<file path="config.mk">
export PLATFORM = sky130hd
export DESIGN_NAME = xbar_shifter
export DESIGN_NICKNAME = d
export VERILOG_FILES = /design/src/rtl/xbar_pkg.sv /design/src/rtl/xbar_diag_decode.sv /design/src/rtl/xbar_matrix.sv /design/src/rtl/xbar_sign_fill.sv /design/src/rtl/xbar_shifter.sv
export SDC_FILE = /design/constraint.sdc
export NUM_CORES = 1
export LEC_CHECK = 0
export BUFFER_PORTS_ARGS = -buffer_cell sky130_fd_sc_hd__buf_2
export CORE_MARGIN = 3
export CORE_UTILIZATION = 56
export DETAILED_ROUTE_END_ITERATION = 6
export PLACE_DENSITY = 0.77
export SYNTH_ARGS = -nofsm -noshare
export SYNTH_HDL_FRONTEND = slang
export SYNTH_SLANG_ARGS = --single-unit
</file>
<file path="constraint.sdc">
create_clock -name clk -period 2.7 [get_ports clk]
set_input_delay 0.135 -clock clk [delete_from_list [all_inputs] [get_ports clk]]
set_output_delay 0.135 -clock clk [all_outputs]
set_load 0.005 [all_outputs]
</file>
<file path="src/rtl/xbar_pkg.sv">
package xbar_pkg;
  typedef enum logic [1:0] {
    OP_LSL = 2'b00,
    OP_LSR = 2'b01,
    OP_ASR = 2'b10,
    OP_ROR = 2'b11
  } xbar_op_t;
endpackage

</file>
<file path="src/rtl/xbar_diag_decode.sv">
// Diagonal enable map: index 0 = straight, 1..W-1 = left k, W..2W-2 = right k (index W-1+k).
module xbar_diag_decode
  import xbar_pkg::*;
#(
  parameter int DATA_W = 8,
  localparam int CNT_W = $clog2(DATA_W),
  localparam int NDIAG = 2 * DATA_W - 1
) (
  input  xbar_op_t           op,
  input  logic [CNT_W-1:0]   cnt,
  output logic [NDIAG-1:0]   diag_en
);

  always_comb begin
    diag_en = '0;
    if (cnt == '0) begin
      diag_en[0] = 1'b1;
    end else begin
      unique case (op)
        OP_LSL: diag_en[int'(cnt)] = 1'b1;
        OP_LSR,
        OP_ASR: diag_en[DATA_W - 1 + int'(cnt)] = 1'b1;
        OP_ROR: begin
          diag_en[DATA_W - 1 + int'(cnt)] = 1'b1;
          diag_en[DATA_W - int'(cnt)]     = 1'b1;
        end
        default: diag_en = '0;
      endcase
    end
  end

  // never more than two diagonals
  always_comb a_r6_two_max: assert ($countones(diag_en) <= 2);
  // two diagonals only for a nonzero rotate
  always_comb a_r6_pair_ror: assert (($countones(diag_en) != 2) || (op == OP_ROR && cnt != '0));
  // zero count drives only the straight diagonal
  always_comb a_r5_zero_straight: assert ((cnt != '0) || (diag_en == NDIAG'(1)));

endmodule

</file>
<file path="src/rtl/xbar_matrix.sv">
module xbar_matrix #(
  parameter int DATA_W = 8,
  localparam int NDIAG = 2 * DATA_W - 1
) (
  input  logic [DATA_W-1:0] din,
  input  logic [NDIAG-1:0]  diag_en,
  output logic [DATA_W-1:0] dout
);

  for (genvar i = 0; i < DATA_W; i++) begin : g_row
    logic [DATA_W-1:0] sw;
    for (genvar j = 0; j < DATA_W; j++) begin : g_col
      localparam int IDX = (i == j) ? 0 :
                           (i > j)  ? (i - j) :
                                      (DATA_W - 1 + j - i);
      assign sw[j] = din[j] & diag_en[IDX];
    end
    assign dout[i] = |sw;
  end

endmodule

</file>
<file path="src/rtl/xbar_sign_fill.sv">
module xbar_sign_fill
  import xbar_pkg::*;
#(
  parameter int DATA_W = 8,
  localparam int CNT_W = $clog2(DATA_W)
) (
  input  xbar_op_t          op,
  input  logic [CNT_W-1:0]  cnt,
  input  logic              sign,
  output logic [DATA_W-1:0] fill
);

  logic fill_on;
  assign fill_on = (op == OP_ASR) && sign;

  for (genvar i = 0; i < DATA_W; i++) begin : g_fill
    assign fill[i] = fill_on && (i >= DATA_W - int'(cnt));
  end

  // fill bits appear only for an arithmetic shift of a negative word
  always_comb a_r7_fill_asr_only: assert ((fill == '0) || (op == OP_ASR && sign));

endmodule

</file>
<file path="src/rtl/xbar_shifter.sv">
module xbar_shifter
  import xbar_pkg::*;
#(
  parameter int DATA_W  = 8,
  parameter bit REG_OUT = 1'b1,
  localparam int CNT_W  = $clog2(DATA_W),
  localparam int NDIAG  = 2 * DATA_W - 1
) (
  input  logic              clk,
  input  logic              rst,
  input  logic              in_valid,
  input  logic [DATA_W-1:0] data_in,
  input  logic [CNT_W-1:0]  shamt,
  input  logic [1:0]        op,
  output logic [DATA_W-1:0] data_out,
  output logic              out_valid
);

  xbar_op_t          op_e;
  logic [NDIAG-1:0]  diag_en;
  logic [DATA_W-1:0] mat_out;
  logic [DATA_W-1:0] fill;
  logic [DATA_W-1:0] result;

  assign op_e = xbar_op_t'(op);

  xbar_diag_decode #(.DATA_W(DATA_W)) u_dec (
    .op      (op_e),
    .cnt     (shamt),
    .diag_en (diag_en)
  );

  xbar_matrix #(.DATA_W(DATA_W)) u_mat (
    .din     (data_in),
    .diag_en (diag_en),
    .dout    (mat_out)
  );

  xbar_sign_fill #(.DATA_W(DATA_W)) u_fill (
    .op   (op_e),
    .cnt  (shamt),
    .sign (data_in[DATA_W-1]),
    .fill (fill)
  );

  assign result = mat_out | fill;

  if (REG_OUT) begin : g_reg
    logic [DATA_W-1:0] q;
    logic              v;

    always_ff @(posedge clk) begin
      if (rst) begin
        q <= '0;
        v <= 1'b0;
      end else begin
        v <= in_valid;
        if (in_valid) q <= result;
      end
    end

    assign data_out  = q;
    assign out_valid = v;

    // a loaded cycle raises out_valid
    a_r8_valid_follows: assert property (@(posedge clk) disable iff (rst)
      in_valid |=> out_valid);
    // a loaded rotate keeps the number of ones
    a_r4_rotate_ones: assert property (@(posedge clk) disable iff (rst)
      (in_valid && op_e == OP_ROR) |=> ($countones(data_out) == $countones($past(data_in))));
    // an idle cycle holds the word and drops valid
    a_r9_hold: assert property (@(posedge clk) disable iff (rst)
      !in_valid |=> ($stable(data_out) && !out_valid));
    // reset clears the register
    a_r10_reset_clear: assert property (@(posedge clk)
      rst |=> (data_out == '0 && !out_valid));
  end else begin : g_comb
    assign data_out  = result;
    assign out_valid = in_valid;
  end

endmodule

</file>
==> flow_summary.toml, run 1 <==
[grt]
antenna_found_initial = 0
grt_pass1_vias = 1673
track_usage_pct = 31.14
overflow = 0
grt_max_degree = 17
grt_pass1_wl_um = 8052

[drt]
via_count = 1818
first_pass_iters = 5
wl_per_cell_um = 20.22
drcViolationCount = 0
routed_via_density = 7.575
drtIter0Drc = 241
ant_nets = 0
wl_um = 4852

[layout]
stdcell_count = 240
n_antenna_cell = 0
drive_above_1_share_pct = 20.28
syn_to_final_growth_pct = 12.26
layout.nets = 241
final_area_sq_um = 1615

[timing]
hold_viol_final = 0
setup_violations = 0
slew_viol_final = 0
slew_headroom_pct = 48.50
hold_slack_ns = 0.1526
worst_slew_pin_slew_ns = 0.7628
period_minus_slack_ns = 2.197
rsz0062_at_grt = "no"
fin_crit_sh_pct = 81.36
setup_tns_ns = 0
fmax_mhz = 455.2
finClkSkew_ns = 0

[cts]
cts_tree = "built"
clock_latency_ns = 0.27
cts_max_path_buffers = 2
ctsHoldBuffers = 0
ctsResizeCount = 0
cts_max_level = 1
path_clk_slew_ns = 0.07
numCtsBuffers = 3
cts_root_buffer = "clkbuf_4"
clock_sinks = 9
post-cts-setup-buffers = 0

[setup_path]
r2r-start = "data_out[0]$_SDFFE_PP0P_"
cp.depth = 8
worstSetupEndpoint = "data_out[1]$_SDFFE_PP0P_"
cp.arrival_ns = 2.35
path_buf_inv = 2
r2r_cells = 2
cp_slowest_cell = "a41oi_1"
cp-end-kind = "register"
critPathMaxStageDelay_ns = 0.45
criticalPathCategory = "input pin to register"
r2r_end = "data_out[0]$_SDFFE_PP0P_"
startpoint = "shamt[2]"
crit_family = "compound AO/OA/AOI/OAI gates"
worst-path-max-fanout = 11
worstPathCellList = "buf_2 -> inv_1 -> ha_1 -> nor2b_1 -> a41oi_1 -> nand2_1 -> a222oi_1 -> a211oi_1"
setup.worst_path.start_class = "input pin"
crit_required_ns = 2.85
regToRegSetupSlack_ns = 1.91

[yosys]
syn-mean-instance-area_sq_um = 7.613
synth_ff_type = "dfxtp_1"
synth_nets = 217
synth_warnings = 0
synth_edf_count = 0
syn_inst = 189
ys_seq_area_share_pct = 12.52
synthTopCellsByCount = "nor2_1 (16), nand2_1 (14), inv_1 (13)"
synth_top_cell_area_share_pct = 12.52
netlist_area_sq_um = 1439
synth_seq_cells = 9
synth.area.top_cells = "dfxtp_1 (13%), ha_1 (10%), nand4_1 (4.3%)"
yosysMostFrequentCell = "nor2_1"
synth_cell_types = 49
async_flop_share_pct = 0
yosysTopAreaCell = "dfxtp_1"

[floorplan]
io_pins = 25
die_x_um = 56.69
die_h_um = 56.69
rows = 17
initial_utilization_pct = 62.06
coreArea_sq_um = 2318
die-area_sq_um = 3214

[place]
numPortBuffers = 24
place_hpwl_um = 3692
dpl.cell_count = 236
place.gp.congestion = 0.9927
place_area_sq_um = 1589

[pwr]
ir_drop_mv = 0.3657
power.density_nw_per_um2 = 303.3
p_leak_nw = 0.6574

[status]
status = "finished clean"

[job]
drv_cap = 0

[worst_hold_path]
min_path_type = "input pin to register"
cells by family (layout without fill, tap and decap cells):
logic type | Yosys count | count (layout) | synth area share [%]
flip-flops | 9 | 9 | 12.52
adder cells (fa/ha/maj) | 12 | 12 | 10.43
AND/OR/NAND/NOR | 70 | 70 | 28.35
AO/OA/AOI/OAI | 73 | 73 | 41.31
buffers and inverters | 25 | 48 | 7.391
placed cells by master (no fill, tap or decap), types with 3 or more instances in the layout:
cell      instances
and2_1            3
a32oi_1           4
o21ai_0           6
nor4bb_1          3
a211oi_1          5
nand4_1          10
buf_2            24
a41oi_1           4
a22oi_1           6
o311ai_0          3
ha_1             12
inv_1            13
o22ai_1           8
nor2_1           16
nand3_1           6
a21boi_0          3
nor2b_1           6
o21bai_1          4
a21oi_1           8
buf_4             7
dfxtp_1           9
a222oi_1          3
clkbuf_4          3
a31oi_1           4
nand2_1          14
registers in the layout, summed over array words and instances (netlist names):
name       cells
out_valid      1
data_out       8
worst min-delay path by stage:
stage	from	end	slack, ns	depth (start not counted)
finish	rst	data_out[7]$_SDFFE_PP0P_	0.15	2
global route	rst	data_out[1]$_SDFFE_PP0P_	0.18	2
CTS	rst	data_out[7]$_SDFFE_PP0P_	0.15	2
detailed placement	rst	data_out[7]$_SDFFE_PP0P_	0.44	2
global placement	rst	out_valid$_SDFF_PP0_	0.43	2
floorplan	data_in[4]	data_out[4]$_SDFFE_PP0P_	0.31	2
where the power goes:
| group | total (mW) | internal, mW | leakage, nW | switching [mW] |
|---|---|---|---|---|
| clock network | 0.114 | 0.0574 | 0.0150 | 0.0562 |
| registers | 0.148 | 0.144 | 0.0746 | 0.00479 |
| logic | 0.228 | 0.0833 | 0.568 | 0.145 |
| total | 0.490 | 0.284 | 0.657 | 0.206 |
per-layer routing:
metal	GRT usage, %	up-vias	wire length (um)
li1	-	801	-
met1	43.87	824	1979
met2	47.36	164	2097
met3	5.517	29	636
met4	9.831	0	139
met5	0	-	0
layout make-up:
class | count | area, sq um
sequential | 9 | 180.2
tap | 28 | 35.03
inverter | 13 | 48.80
clock buffer | 4 | 26.28
multi-input combinational | 155 | 1152
timing repair buffer | 31 | 172.7
fill | 199 | 703.2
stage by stage:
stage               worst slack (ns)  utilization [%]  power [mW]
global placement              0.3572            68.54      0.3657
CTS                           0.5768            69.67      0.4789
finish                        0.5032            69.67      0.4899
detailed placement            0.3033            68.54      0.3696
global route                  0.3164            69.67      0.5095
floorplan                     0.2896                -      0.2979
(Power assumes the default switching activity.)
==> inputs of run 2 (changes only) <==
- ABC_AREA: default -> 1
- CORE_UTILIZATION: 56 -> 58
- PLACE_DENSITY: 0.77 -> 0.78
- clock period: 2.7 -> 2.2 ns (I/O delays scaled with it)
==> run 2 against run 1 <==
  * Cell count increased by 47%
  * First-iteration DRC count decreased by 39%
  * Critical path depth increased by 5
  * Clock power increased by 15%
  * Utilization increased by 0.43 points
  * Flip-flop and latch count unchanged
  * Global-route usage decreased by 2.7 points
  * Total power increased by 25%
  * Die area increased by 10%
  * Hold slack got worse by 0.11 ns
  * Combinational power increased by 31%
  * Critical path type unchanged
  * Critical endpoint is now data_out[7]$_SDFFE_PP0P_
  * Largest power group unchanged
==> flow_summary.toml, run 2 <==
[status]
status = "finished clean"

[setup_path]
r2r_cells = 2
r2r_end = "data_out[7]$_SDFFE_PP0P_"
crit_required_ns = 2.40
criticalPathCategory = "input pin to register"
r2r-start = "data_out[7]$_SDFFE_PP0P_"
cp-end-kind = "register"
cp.arrival_ns = 2.03
worst-path-max-fanout = 11
setup.worst_path.start_class = "input pin"
regToRegSetupSlack_ns = 1.58

[place]
place_hpwl_um = 3600
pre_cts_slack_ns = 0.1357
place.gp.congestion = 1.003
place_area_sq_um = 1789
numPortBuffers = 24
dpl.cell_count = 348

[timing]
slew_headroom_pct = 69.17
hold_viol_final = 0
fin_crit_sh_pct = 82.93
period_minus_slack_ns = 1.825
hold_slack_ns = 0.03760
worst_slack_ns = 0.3755
fmax_mhz = 548.1
worst_slew_pin_slew_ns = 0.4576
rsz0062_at_grt = "no"
setup_violations = 0
finClkSkew_ns = 0
setup_tns_ns = 0
slew_viol_final = 0

[grt]
track_usage_pct = 28.47
grt_pass1_wl_um = 7838
grt_max_degree = 18
grt_pass1_vias = 1780
overflow = 0
antenna_found_initial = 0

[yosys]
netlist_area_sq_um = 1657
synth_top_cell_area_share_pct = 19.94
ys_seq_area_share_pct = 10.88
synth_warnings = 0
synth_nets = 329
synth_seq_cells = 9
syn-mean-instance-area_sq_um = 5.504
synth_ff_type = "dfxtp_1"
yosysTopAreaCell = "nand2_1"
synth.area.top_cells = "nand2_1 (20%), nand3_1 (17%), dfxtp_1 (11%)"
syn_inst = 301
synth_edf_count = 0
yosysMostFrequentCell = "nand2_1"
synthTopCellsByCount = "nand2_1 (88), nand3_1 (56), nor2_1 (31)"
synth_cell_types = 26
async_flop_share_pct = 0

[drt]
wl_per_cell_um = 13.02
drtIter0Drc = 146
routed_via_density = 5.602
drcViolationCount = 0
first_pass_iters = 4
wl_um = 4584
via_count = 1972
ant_nets = 0

[floorplan]
rows = 18
die_h_um = 59.45
io_pins = 25
die_x_um = 59.45
initial_utilization_pct = 63.96
coreArea_sq_um = 2590
die-area_sq_um = 3534

[layout]
layout_common_cells = "nand2_1 (88), nand3_1 (56), nor2_1 (31), inv_1 (30), buf_2 (24)"
n_antenna_cell = 0
final_common_cell = "nand2_1"
layout.nets = 351
drive_above_1_share_pct = 18.32
seqCellArea_sq_um = 180.2
largest_register_ffs = 8
stdcell_count = 352
multiInputGateArea_sq_um = 1279
syn_to_final_growth_pct = 9.592
fillers = 243
final_area_sq_um = 1815
final_util_pct = 70.10

[cts]
cts_root_buffer = "clkbuf_4"
path_clk_slew_ns = 0.06
clock_latency_ns = 0.26
cts_tree = "built"
post-cts-setup-buffers = 0
cts_max_level = 1
ctsHoldBuffers = 0
cts_max_path_buffers = 2
ctsResizeCount = 0
numCtsBuffers = 3
clock_sinks = 9

[worst_hold_path]
hold_path.startpoint = "rst"
hold_depth = 2
min_to = "out_valid$_SDFF_PP0_"
min_path_type = "input pin to register"

[pwr]
power.density_nw_per_um2 = 338.0
total_power_mw = 0.6136
p_leak_nw = 1.034
ir_drop_mv = 0.5276

[job]
drv_cap = 0
-- run 2: changes by cell type in the layout (fill, tap and decap cells not counted), moves of 8 or more --
| cell | delta |
|---|---|
| inv_1 | +17 |
| nand2_1 | +74 |
| nand3_1 | +50 |
| nor2_1 | +15 |
| o21ai_0 | +12 |
| o22ai_1 | -8 |
-- run 2: layout make-up --
cell class / count / area share, %
Multi-Input combinational cell: 245 / 70.43
Sequential cell: 9 / 9.924
Timing Repair Buffer: 30 / 9.097
Inverter: 34 / 7.030
Tap cell: 30 / 2.068
Clock buffer: 4 / 1.447
-- run 2: worst max-delay path: stages --
cell,delay [ns]
buf_2,0.17
inv_2,0.05
ha_1,0.24
ha_1,0.30
inv_1,0.32
nand3_1,0.12
nand2_1,0.09
nand2_1,0.05
nand2_1,0.23
nand2_1,0.11
nand3_1,0.08
nor2_1,0.05
a21oi_1,0.11
-- run 2: worst max-delay path by stage --
stage               startpoint                        to  slack, ns  cells past startpoint
finish                shamt[0]  data_out[7]$_SDFFE_PP0P_       0.38                     13
global route          shamt[0]  data_out[1]$_SDFFE_PP0P_       0.19                     15
CTS                   shamt[0]  data_out[7]$_SDFFE_PP0P_       0.41                     13
detailed placement    shamt[0]  data_out[7]$_SDFFE_PP0P_       0.14                     13
global placement      shamt[0]  data_out[5]$_SDFFE_PP0P_       0.18                     13
floorplan             shamt[0]  data_out[4]$_SDFFE_PP0P_       0.41                     15
-- run 2: cell families after synthesis --
| group | share of synthesized area (%) |
|---|---|
| AND/OR/NAND/NOR | 58.76 |
| buffers and inverters | 11.93 |
| AO/OA/AOI/OAI | 9.366 |
| adder cells (fa/ha/maj) | 9.063 |
| flip-flops | 10.88 |
-- run 2: power breakdown --
group / total (mW) / switching, mW / internal (mW)
combinational: 0.299 / 0.199 / 0.100
clock: 0.131 / 0.0610 / 0.0701
sequential: 0.183 / 0.00573 / 0.177
total: 0.614 / 0.266 / 0.348
-- run 2: layer usage --
layer	GRT usage, %	up-vias	wire, um
met3	5.664	10	395
met2	42.43	79	1954
met4	6.796	0	57
met5	0	-	0
li1	-	1012	-
met1	41.48	871	2176
